[src/rtl/xcu_pkg.sv]
package xcu_pkg;

    typedef enum logic [1:0] {
        XCU_NORMAL  = 2'b00,
        XCU_REPEAT  = 2'b01,
        XCU_BLOCK   = 2'b10,
        XCU_NORMAL2 = 2'b11
    } xcu_mode_e;

    function automatic logic is_byte_mode(input xcu_mode_e m);
        return (m == XCU_REPEAT) || (m == XCU_BLOCK);
    endfunction

endpackage

[src/rtl/xcu_dec.sv]
// Wrapping decrementer with a "steps into zero" flag.
module xcu_dec #(
    parameter int W = 16
) (
    input  logic [W-1:0] val,
    output logic [W-1:0] nxt,
    output logic         to_zero
);
    localparam logic [W-1:0] ONE = W'(1);

    always_comb begin
        nxt     = val - ONE;
        to_zero = (val == ONE);
    end
endmodule

[src/rtl/xcu_reload.sv]
// Byte counter step: decrement, or refill from the reload byte on reaching zero.
module xcu_reload #(
    parameter int HW = 8
) (
    input  logic [HW-1:0] lo,
    input  logic [HW-1:0] hi,
    output logic [HW-1:0] nxt,
    output logic          refill
);
    logic [HW-1:0] dec_val;
    logic          dec_zero;

    xcu_dec #(.W(HW)) u_dec (
        .val     (lo),
        .nxt     (dec_val),
        .to_zero (dec_zero)
    );

    always_comb begin
        refill = dec_zero;
        nxt    = dec_zero ? hi : dec_val;
    end
endmodule

[src/rtl/xfer_count_unit.sv]
module xfer_count_unit #(
    parameter int CNT_W = 16
) (
    input  logic             clk,
    input  logic             rst_n,
    input  logic             ld_valid,
    input  logic [1:0]       ld_mode,
    input  logic [CNT_W-1:0] ld_count,
    input  logic             xfer,
    output logic [CNT_W-1:0] count,
    output logic [1:0]       mode,
    output logic             act_en,
    output logic             irq,
    output logic             done_pulse,
    output logic             wrap_pulse,
    output logic             blk_end_pulse
);
    import xcu_pkg::*;

    localparam int HALF_W = CNT_W / 2;

    typedef struct packed {
        logic [CNT_W-1:0] count;
        xcu_mode_e        mode;
        logic             act_en;
        logic             irq;
        logic             done_p;
        logic             wrap_p;
        logic             blk_p;
    } st_t;

    st_t st_d, st_q;

    logic [CNT_W-1:0]  full_nxt;
    logic              full_zero;
    logic [HALF_W-1:0] lo_nxt;
    logic              lo_refill;

    xcu_dec #(.W(CNT_W)) u_full (
        .val     (st_q.count),
        .nxt     (full_nxt),
        .to_zero (full_zero)
    );

    xcu_reload #(.HW(HALF_W)) u_lo (
        .lo     (st_q.count[HALF_W-1:0]),
        .hi     (st_q.count[CNT_W-1:HALF_W]),
        .nxt    (lo_nxt),
        .refill (lo_refill)
    );

    always_comb begin
        st_d        = st_q;
        st_d.done_p = 1'b0;
        st_d.wrap_p = 1'b0;
        st_d.blk_p  = 1'b0;
        if (ld_valid) begin
            st_d.count  = ld_count;
            st_d.mode   = xcu_mode_e'(ld_mode);
            st_d.act_en = 1'b1;
            st_d.irq    = 1'b0;
        end else if (xfer && st_q.act_en) begin
            if (is_byte_mode(st_q.mode)) begin
                st_d.count = {st_q.count[CNT_W-1:HALF_W], lo_nxt};
                if (lo_refill) begin
                    st_d.wrap_p = (st_q.mode == XCU_REPEAT);
                    st_d.blk_p  = (st_q.mode == XCU_BLOCK);
                end
            end else begin
                st_d.count = full_nxt;
                if (full_zero) begin
                    st_d.act_en = 1'b0;
                    st_d.irq    = 1'b1;
                    st_d.done_p = 1'b1;
                end
            end
        end
    end

    always_ff @(posedge clk or negedge rst_n) begin
        if (!rst_n) begin
            st_q <= '{count: '0, mode: XCU_NORMAL, act_en: 1'b0, irq: 1'b0,
                      done_p: 1'b0, wrap_p: 1'b0, blk_p: 1'b0};
        end else begin
            st_q <= st_d;
        end
    end

    assign count         = st_q.count;
    assign mode          = st_q.mode;
    assign act_en        = st_q.act_en;
    assign irq           = st_q.irq;
    assign done_pulse    = st_q.done_p;
    assign wrap_pulse    = st_q.wrap_p;
    assign blk_end_pulse = st_q.blk_p;
endmodule

[config.mk]
export PLATFORM = sky130hd
export DESIGN_NAME = xfer_count_unit
export DESIGN_NICKNAME = d
export VERILOG_FILES = /design/src/rtl/xcu_pkg.sv /design/src/rtl/xcu_dec.sv /design/src/rtl/xcu_reload.sv /design/src/rtl/xfer_count_unit.sv
export SDC_FILE = /design/constraint.sdc
export NUM_CORES = 1
export LEC_CHECK = 0
export ABC_AREA = 1
export BUFFER_PORTS_ARGS = -buffer_cell sky130_fd_sc_hd__buf_2
export CAP_MARGIN = 10
export CORE_UTILIZATION = 25
export CTS_CLUSTER_SIZE = 25
export DETAILED_ROUTE_END_ITERATION = 6
export HOLD_SLACK_MARGIN = 0.1
export PLACE_DENSITY = 0.4
export SYNTH_ARGS = -nofsm -noshare
export SYNTH_HDL_FRONTEND = slang
export SYNTH_SLANG_ARGS = --single-unit
[constraint.sdc]
create_clock -name clk -period 3.43 [get_ports clk]
set_clock_uncertainty 0.05 [all_clocks]
set_input_delay 0.1715 -clock clk [delete_from_list [all_inputs] [get_ports clk]]
set_output_delay 0.1715 -clock clk [all_outputs]
set_load 0.005 [all_outputs]
==> metrics.md, run 1 <==
| Metric | Value |
|---|---|
| Status | `complete, no violations` |
| Die Area | `6920 µm²` |
| Die height | `83.2 µm` |
| GRT overflow | `0` |
| Critical Path RT | `3.59 ns` |
| Vias in the first global route | `1607` |
| Post-synthesis cell type count | `26` |
| Class of the worst hold path | `in -> reg` |
| Avg Cell Area, Syn | `6.95 µm²` |
| # H-tree levels | `1` |
| Via count | `1667` |
| Slew of the pin with the lowest slew margin | `0.611 ns` |
| Most common cell after layout, fill and taps aside | `nand2_1` |
| Rows | `29` |
| Clk buf depth | `2` |
| Setup Crit Path Kind | `reg -> reg` |
| VDD IR-drop max | `0.000143 V` |
| Psw | `311 µW` |
| Hold Vio Cnt, Final | `0` |
| Area contributors post-synth | `dfrtp_1 (35%), nand2_1 (16%), nand3_1 (11%)` |
| Internal power | `488 µW` |
| Synthesized netlist cell count | `237` |
| Unrepaired setup endpoints after global routing | `false` |
| Register area share after synthesis | `34.9%` |
| Number of diodes | `0` |
| IO Pins | `45` |
| Commonest non-fill, non-tap cells in the layout | `nand2_1 (69), buf_2 (44), nand3_1 (35)` |
| Total negative slack | `0 ns` |
| Yosys top cell area share | `34.9%` |
| Nets | `314` |
| Switch share | `39.0%` |
| Initial antenna violation count | `0` |
| Fraction of synthesized area in multiplexers | `0%` |
| CP Max Fanout | `10` |
| Minimum clock period | `1.77 ns` |
| Post-Synth Adder-Cell Area | `3.04%` |
| Final WL | `5060 µm` |
| Flop2flop setup slack | `1.66 ns` |
| Synth area leader | `dfrtp_1` |
| CP Capture Type | `flop` |
| Worst Min Path Start | `ld_count[6]` |
| Crit path DAT | `1.93 ns` |
| DP Wirelength | `3800 µm` |
| Comb power frac | `33.0%` |
| Tot GR Track Use | `15.1%` |
| Synthesized flop and latch total | `23` |
| Slew Limit Fails | `0` |
| Crit share post-route | `51.5%` |
| Chip width | `83.2 µm` |
| Pleak | `0.00103 µW` |
| First-pass GRT wire length | `8270 µm` |
| Reg clk slew, reported paths | `0.09 ns` |
| Reg-to-Reg Start | `mode[0]$_DFFE_PN0P_` |
| Gpl congestion | `0.812` |
| Cells on worst reg2reg path | `8` |
| Root Buffer | `clkbuf_8` |
| Initial DRC Count | `93` |
| Hold EP | `count[6]$_DFFE_PN0P_` |
| Post-Syn Nets | `263` |
| DRC | `0` |
| Hold path depth | `5` |
| Slew headroom | `59.2%` |
| Resized cells post-CTS | `0` |
| CTS Buf Count | `3` |
| Final ANT Viol Nets | `0` |
| Pin count of the biggest net entering global routing | `25` |
| Setup violators final | `0` |
| Final Non-Filler Cells | `364` |
| Sequential power share | `44.0%` |
| FMAX | `0.566 GHz` |
| TritonCTS clock tree | `done` |
| Clock latency at the later pin of the worst-skew pair | `0.27 ns` |
| Layout cells sized above 1 | `27.2%` |
| Syn. warnings | `0` |
| Simple-Gate Fraction of Synth Area | `44.3%` |
| # clock sinks | `23` |
| Core ar. | `6350 µm²` |
| Synth Area in Compound Gates | `7.67%` |
| Initial Util | `26.0%` |
| Fill cell count | `715` |
| Largest family of logic cells by synthesized area | `simple AND/OR/NAND/NOR gates` |
| WL/cell | `13.9 µm` |
| Synth Area in XOR/XNOR | `0.532%` |
| Power per Cell Area | `390 nW/µm²` |
| Port bufs | `44` |
| Inst Count DP | `353` |
| Vias per Instance | `4.58` |
| Critical Path Start Type | `flop` |
| Synth Cell Area | `1650 µm²` |
| DR pass1 iterations | `4` |
| Crit Reg-Reg Endpoint | `count[12]$_DFFE_PN0P_` |
| Max-cap violations | `0` |
| Synth-to-Final Area Change | `24.3%` |
| Clk pwr share | `23.1%` |
[repair_timing]
action                    in CTS  in global routing
hold endpoints to repair      29                  0
setup buffers                  0                  0
hold buffers                   7                  0
[cells in the mapped netlist]
library cell and instances:
nor2_1 23, nor2_2 3, nand2_2 5, nand3_2 2, nand3_1 35, nand2_1 69, o21ai_0 5, nor2_8 1
buf_6 1, ha_1 4, inv_2 9, dfrtp_1 23, a21oi_1 8, nor2_4 6, o21ai_1 4, buf_4 2
o21ai_2 3, bufinv_8 1, nand4_1 5, clkinv_1 1, xor2_1 1, nor3_1 4, clkbuf_1 1, o211ai_1 2
inv_1 18, buf_2 1
[worst max-delay path by stage]
stage          slack, ns               endpoint           startpoint  cells past startpoint
2_1_floorplan       1.84     act_en$_DFFE_PN0P_  mode[0]$_DFFE_PN0P_                      9
3_3_place_gp        1.66  count[12]$_DFFE_PN0P_  mode[0]$_DFFE_PN0P_                      8
3_5_place_dp        1.66  count[12]$_DFFE_PN0P_  mode[0]$_DFFE_PN0P_                      8
4_1_cts             1.63  count[12]$_DFFE_PN0P_  mode[0]$_DFFE_PN0P_                      8
5_1_grt             1.49  count[12]$_DFFE_PN0P_  mode[0]$_DFFE_PN0P_                      8
6_report            1.66  count[12]$_DFFE_PN0P_  mode[0]$_DFFE_PN0P_                      8
[logic make-up (layout without fill, tap and decap cells)]
family	after synthesis	after routing
flip-flops	23	23
buffers and inverters	34	84
XOR/XNOR	1	1
adder cells (fa/ha/maj)	4	4
AO/OA/AOI/OAI	22	22
AND/OR/NAND/NOR	153	153
[layout make-up]
type	count	area (µm²)	share of cell area, %
timing repair buffer	51	290	14.2
clock buffer	3	41.3	2.02
inverter	29	123	5.99
sequential	23	576	28.1
tap	77	96.3	4.70
multi-input combinational	180	915	44.7
clock inverter	1	7.51	0.367
[flip-flops by register name (all words and copies together) (netlist names)]
| register | cells |
|---|---|
| count | 16 |
| mode | 2 |
| act_en | 1 |
| blk_end_pulse | 1 |
| done_pulse | 1 |
| irq | 1 |
| wrap_pulse | 1 |
[power by group through the flow]
| stage | Sequential (µW) | Combinational, µW | Clock (µW) |
|---|---|---|---|
| after global placement | 357 | 262 | 0 |
| final | 351 | 263 | 184 |
| after global routing | 358 | 297 | 208 |
| after detailed placement | 358 | 261 | 0 |
| after CTS | 352 | 268 | 198 |
| after floorplan | 345 | 176 | 0 |
[through the flow]
stage / area, µm² / total power, µW / hold WS (ns) / util [%] / worst slack [ns]
floorplan: 1650 / 521 / -0.174 / - / 1.84
global placement: 1930 / 619 / 0.161 / 30.4 / 1.66
detailed placement: 1930 / 619 / 0.163 / 30.4 / 1.66
CTS: 2050 / 819 / 0.131 / 32.3 / 1.63
global route: 2050 / 862 / 0.139 / 32.3 / 1.49
finish: 2050 / 799 / 0.132 / 32.3 / 1.66
[worst max-delay path, cell delays in order (launching register included)]
cell and delay [ns]:
dfrtp_1 0.38, inv_1 0.07, ha_1 0.32, bufinv_8 0.22
nor2_4 0.19, nor2_4 0.08, inv_2 0.17, nand4_1 0.11
nand3_1 0.10
[metal layers]
layer  part of all wire [%]  global-route usage (%)  vias to the layer above
met4                   0.47                    2.35                        0
met5                      0                       0                        -
met3                    4.1                    3.08                        2
met2                     44                    24.5                       40
li1                       -                       -                      863
met1                     51                    21.0                      762
Note: power is estimated with default switching activity, not from simulation.
==> inputs of run 2 (changes only) <==
- PLACE_DENSITY: 0.4 -> 0.42
- clock period: 3.43 -> 1.4 ns (I/O delays scaled with it)
==> run 2 against run 1 <==
The flow now finishes with violations (negative setup slack). Power rose to 2.9 times the previous value. Sequential cell count unchanged. Sequential share of layout area down 6.4 points. Via count up 12%. Cell count up 15%.
==> metrics.md, run 2 (synthesis results as in run 1) <==
| Metric | Value |
|---|---|
| Status | `complete, but fails checks` |
| Failing checks | `negative setup slack` |
| Psw | `883 µW` |
| Critical Path RT | `1.52 ns` |
| Port bufs | `44` |
| # clock sinks | `23` |
| Synth-to-Final Area Change | `62.0%` |
| Crit Reg-Reg Endpoint | `act_en$_DFFE_PN0P_` |
| Flop2flop setup slack | `-0.05 ns` |
| Hold slack | `0.255 ns` |
| Nets | `367` |
| Most common cell after layout, fill and taps aside | `nand2_1` |
| Crit path DAT | `1.58 ns` |
| Fill cell count | `667` |
| First-pass GRT wire length | `8900 µm` |
| Reg clk slew, reported paths | `0.09 ns` |
| Tot GR Track Use | `16.2%` |
| CTS Buf Count | `3` |
| Slew Limit Fails | `0` |
| Vias per Instance | `4.46` |
| Final ANT Viol Nets | `0` |
| Pleak | `0.00131 µW` |
| DRC | `0` |
| Max reg flops | `16` |
| Clk buf depth | `2` |
| DP Wirelength | `4210 µm` |
| Reg-to-Reg Start | `count[1]$_DFFE_PN0P_` |
| Unrepaired setup endpoints after global routing | `true` |
| CP Capture Type | `flop` |
| FMAX | `0.688 GHz` |
| Crit share post-route | `104%` |
| Critical Path Start Type | `flop` |
| Total negative slack | `-0.335 ns` |
| Worst Min Path Start | `ld_valid` |
| Initial Util | `26.0%` |
| Initial DRC Count | `83` |
| Final Non-Filler Cells | `417` |
| Final WL | `5480 µm` |
| Minimum clock period | `1.45 ns` |
| Class of the worst hold path | `in -> reg` |
| Pre-CTS setup slack | `-0.0871 ns` |
| Comb power frac | `44.6%` |
| Initial antenna violation count | `0` |
| Gpl congestion | `0.799` |
| Sequential power share | `36.0%` |
| Root Buffer | `clkbuf_8` |
| Power per Cell Area | `861 nW/µm²` |
| GRT overflow | `0` |
| Inst Count DP | `388` |
| TritonCTS clock tree | `done` |
| WL/cell | `13.1 µm` |
| Max-cap violations | `0` |
| Clk pwr share | `19.4%` |
| Slew of the pin with the lowest slew margin | `0.592 ns` |
| Via count | `1860` |
| Internal power | `1420 µW` |
| Hold EP | `count[0]$_DFFE_PN0P_` |
| Core ar. | `6350 µm²` |
| Switch share | `38.4%` |
| DR pass1 iterations | `4` |
| Die height | `83.2 µm` |
| Hold path depth | `5` |
| Pin count of the biggest net entering global routing | `24` |
| VDD IR-drop max | `0.000399 V` |
| # H-tree levels | `1` |
| Clock latency at the later pin of the worst-skew pair | `0.27 ns` |
| Chip width | `83.2 µm` |
| Die Area | `6920 µm²` |
| Cells on worst reg2reg path | `8` |
| Hold Vio Cnt, Final | `0` |
| IO Pins | `45` |
| Layout cells sized above 1 | `44.4%` |
| Setup violators final | `14` |
| Slew headroom | `60.5%` |
| Number of diodes | `0` |
| CP Max Fanout | `5` |
| Rows | `29` |
| Vias in the first global route | `1768` |
| Commonest non-fill, non-tap cells in the layout | `nand2_1 (67), buf_2 (44), buf_4 (38)` |
| Setup Crit Path Kind | `reg -> reg` |
| PnR worst setup slack | `-0.0543 ns` |
run 2: cell count changes in the layout (fill, tap and decap cells not counted), moves of 3 or more:
cell / delta
buf_4: +38
dlygate4sd3_1: +12
nand3_1: -12
nand3_2: +12
nor2_1: -7
nor2_2: +4
ha_1: -3
ha_4: +3
inv_1: -3
nor2_4: +3
nor3_1: -3
nor3_2: +3
run 2: worst max path at each step:
stage | startpoint | to | slack [ns] | depth (start not counted)
finish | count[1]$_DFFE_PN0P_ | act_en$_DFFE_PN0P_ | -0.05 | 8
global route | mode[1]$_DFFE_PN0P_ | count[10]$_DFFE_PN0P_ | -0.14 | 6
CTS | mode[0]$_DFFE_PN0P_ | count[12]$_DFFE_PN0P_ | -0.06 | 8
detailed placement | count[1]$_DFFE_PN0P_ | count[12]$_DFFE_PN0P_ | -0.09 | 7
global placement | count[1]$_DFFE_PN0P_ | count[12]$_DFFE_PN0P_ | -0.11 | 7
floorplan | mode[0]$_DFFE_PN0P_ | act_en$_DFFE_PN0P_ | -0.09 | 9
run 2: final cells by class:
| class | instances | area [µm²] | share of cell area (%) |
|---|---|---|---|
| multi-input cells | 180 | 1090 | 40.9 |
| repair buffers | 104 | 738 | 27.7 |
| flip-flops and latches | 23 | 578 | 21.7 |
| inverters | 29 | 119 | 4.45 |
| well taps | 77 | 96.3 | 3.61 |
| clock buffers | 4 | 45.0 | 1.69 |
run 2: metrics by stage:
step / cell area (µm²) / power, µW / util, %
after floorplan: 1660 / 1290 / -
after global placement: 2220 / 1700 / 35.0
after detailed placement: 2220 / 1700 / 35.0
after CTS: 2570 / 2280 / 40.5
after global routing: 2670 / 2470 / 42.0
final: 2670 / 2300 / 42.0
run 2: layer usage:
| metal | GRT usage, % | share of wire (%) | wire, µm |
|---|---|---|---|
| met2 | 26.2 | 46 | 2520 |
| met1 | 22.8 | 50 | 2750 |
| met3 | 1.99 | 3.2 | 175 |
| met4 | 4.23 | 0.53 | 29 |
| met5 | 0 | 0 | 0 |
run 2: power by group through the flow:
stage / clock network (µW) / registers (µW) / logic [µW]
after floorplan: 0 / 848 / 439
after global placement: 0 / 832 / 867
after detailed placement: 0 / 834 / 867
after CTS: 473 / 829 / 979
after global routing: 492 / 840 / 1140
final: 446 / 828 / 1030
run 2: worst max-delay path, cell delays in order, from the launching register on:
cell	delay, ns
dfrtp_1	0.40
inv_2	0.11
ha_4	0.14
nand2_2	0.06
nor2_4	0.18
buf_6	0.16
nand3_2	0.12
o21ai_2	0.09
inv_2	0.03
run 2: timing repair:
| item | CTS | global route |
|---|---|---|
| pin swaps | 19 | 6 |
| setup buffers | 3 | 3 |
| endpoints found under the hold margin | 41 | 0 |
| setup endpoints to repair | 18 | 21 |
| resized for setup | 23 | 16 |
| hold buffers | 19 | 0 |
==> inputs of run 3 (changes only) <==
- RECOVER_POWER: default -> 25
==> run 3 against run 2 <==
The run still ends with negative setup slack left. Critical path depth did not move. First-iteration DRC count did not move. Sequential power barely moved. Via count did not move. Power barely moved. Cell count did not move. Register-to-register slack barely moved. Setup slack did not move. Sequential cell count did not move. Clock-buffer cell count did not move. Non-clock buffer count did not move. Largest cell class unchanged. Largest power group unchanged.
==> metrics.md, run 3 (synthesis results as in run 1) <==
| Metric | Value |
|---|---|
| Top cell by count, worst path | `inv_2` |
| Final ANT Viol Nets | `0` |
| Cell Area, Placed | `2220 µm²` |
| Number of diodes | `0` |
| CP Capture Type | `flop` |
| Power Total | `2300 µW` |
| Setup violators final | `14` |
| Slew of the pin with the lowest slew margin | `0.659 ns` |
| Buffers & Inverters on Critical Path | `3` |
| Fill cell count | `667` |
| PnR worst setup slack | `-0.0543 ns` |
| Worst path cell trace | `inv_2 > ha_4 > nand2_2 > nor2_4 > buf_6 > nand3_2 > o21ai_2 > inv_2` |
| Die height | `83.2 µm` |
| CTS Buf Count | `3` |
| CP max stage delay | `0.40 ns` |
| Pre-CTS setup slack | `-0.0871 ns` |
| Pin count of the biggest net entering global routing | `24` |
| Total negative slack | `-0.335 ns` |
| FMAX | `0.688 GHz` |
| CP Max Fanout | `5` |
| WL/cell | `13.1 µm` |
| Hold slack | `0.255 ns` |
| Vias per Instance | `4.46` |
| Initial Util | `26.0%` |
| Clock latency at the later pin of the worst-skew pair | `0.27 ns` |
| Class of the worst hold path | `in -> reg` |
| Slew headroom | `56.1%` |
| First-pass GRT wire length | `8900 µm` |
| Critical Path Start Type | `flop` |
| Tot GR Track Use | `16.2%` |
| Gpl congestion | `0.799` |
| CP delay by family, top | `flip-flops` |
| Failing checks | `negative setup slack` |
| Final instance area | `2670 µm²` |
| Most common cell after layout, fill and taps aside | `nand2_1` |
| VDD IR-drop max | `0.000399 V` |
| Chip width | `83.2 µm` |
| Initial DRC Count | `83` |
| Pleak | `0.00131 µW` |
| Max reg flops | `16` |
| Nets | `367` |
| Commonest non-fill, non-tap cells in the layout | `nand2_1 (67), buf_2 (43), buf_4 (38)` |
| Hold Vio Cnt, Final | `0` |
| Final WL | `5480 µm` |
| Clk buf depth | `2` |
| DP Wirelength | `4210 µm` |
| TritonCTS clock tree | `done` |
| Synth-to-Final Area Change | `62.0%` |
| DR pass1 iterations | `4` |
| # clock sinks | `23` |
| Power per Cell Area | `861 nW/µm²` |
| Via count | `1860` |
| Slew Limit Fails | `0` |
| Critical Path RT | `1.52 ns` |
| GRT overflow | `0` |
| DRC | `0` |
| Crit path DAT | `1.58 ns` |
| Minimum clock period | `1.45 ns` |
| Status | `complete, but fails checks` |
| Rows | `29` |
| IO Pins | `45` |
| Initial antenna violation count | `0` |
| Layout cells sized above 1 | `44.4%` |
| Reg clk slew, reported paths | `0.09 ns` |
| Setup Crit Path Kind | `reg -> reg` |
| # H-tree levels | `1` |
| Vias in the first global route | `1768` |
| Core ar. | `6350 µm²` |
| Unrepaired setup endpoints after global routing | `true` |
| Root Buffer | `clkbuf_8` |
| Cell at the slowest stage of the critical path | `dfrtp_1` |
| Crit share post-route | `104%` |
| Port bufs | `44` |
| Die Area | `6920 µm²` |
| Max-cap violations | `0` |
run 3: final timing paths:
check	startpoint	end	slack, ns	cells past startpoint
worst max-delay path	count[1]$_DFFE_PN0P_	act_en$_DFFE_PN0P_	-0.05	8
worst min-delay path	ld_valid	count[0]$_DFFE_PN0P_	0.26	5
worst max register to register	count[1]$_DFFE_PN0P_	act_en$_DFFE_PN0P_	-0.05	8
worst min register to register	irq$_DFFE_PN0P_	irq$_DFFE_PN0P_	0.44	2
max in group asynchronous	rst_n	count[5]$_DFFE_PN0P_	0.54	2
min in group asynchronous	rst_n	count[0]$_DFFE_PN0P_	0.30	2
run 3: metrics by stage:
stage / util (%) / std cells
after global placement: 35.0 / 388
after floorplan: - / 237
after CTS: 40.5 / 414
after detailed placement: 35.0 / 388
after global routing: 42.0 / 417
final: 42.0 / 417
run 3: worst reg2reg max path, stage by stage, from the launching register on:
cell and delay (ns):
dfrtp_1 0.40, inv_2 0.11, ha_4 0.14, nand2_2 0.06, nor2_4 0.18, buf_6 0.16
nand3_2 0.13, o21ai_2 0.09, inv_2 0.04
run 3: layout make-up:
type | instances | area, µm² | share of cell area [%]
Clock buffer | 4 | 45.0 | 1.69
Sequential cell | 23 | 578 | 21.7
Multi-Input combinational cell | 180 | 1090 | 40.9
Inverter | 29 | 119 | 4.45
Timing Repair Buffer | 104 | 738 | 27.7
Tap cell | 77 | 96.3 | 3.61
run 3: metal layers:
layer  wire length (µm)  share of wire [%]  vias to the layer above  global-route usage (%)
li1                   -                  -                      971                       -
met1               2750                 50                      853                    22.8
met2               2520                 46                       34                    26.2
met3                175                3.2                        2                    1.99
met4                 29               0.53                        0                    4.23
met5                  0                  0                        -                       0
run 3: timing repair:
item | CTS | global route
setup buffers | 3 | 3
hold buffers | 19 | 0
hold endpoints to repair | 41 | 0
pin swaps | 19 | 6
gates resized for setup | 23 | 16
cloned | 0 | 0
setup endpoints to repair | 18 | 21
run 3: power breakdown:
part	switching, µW	internal (µW)
registers	91.2	736
logic	550	475
clock network	242	204
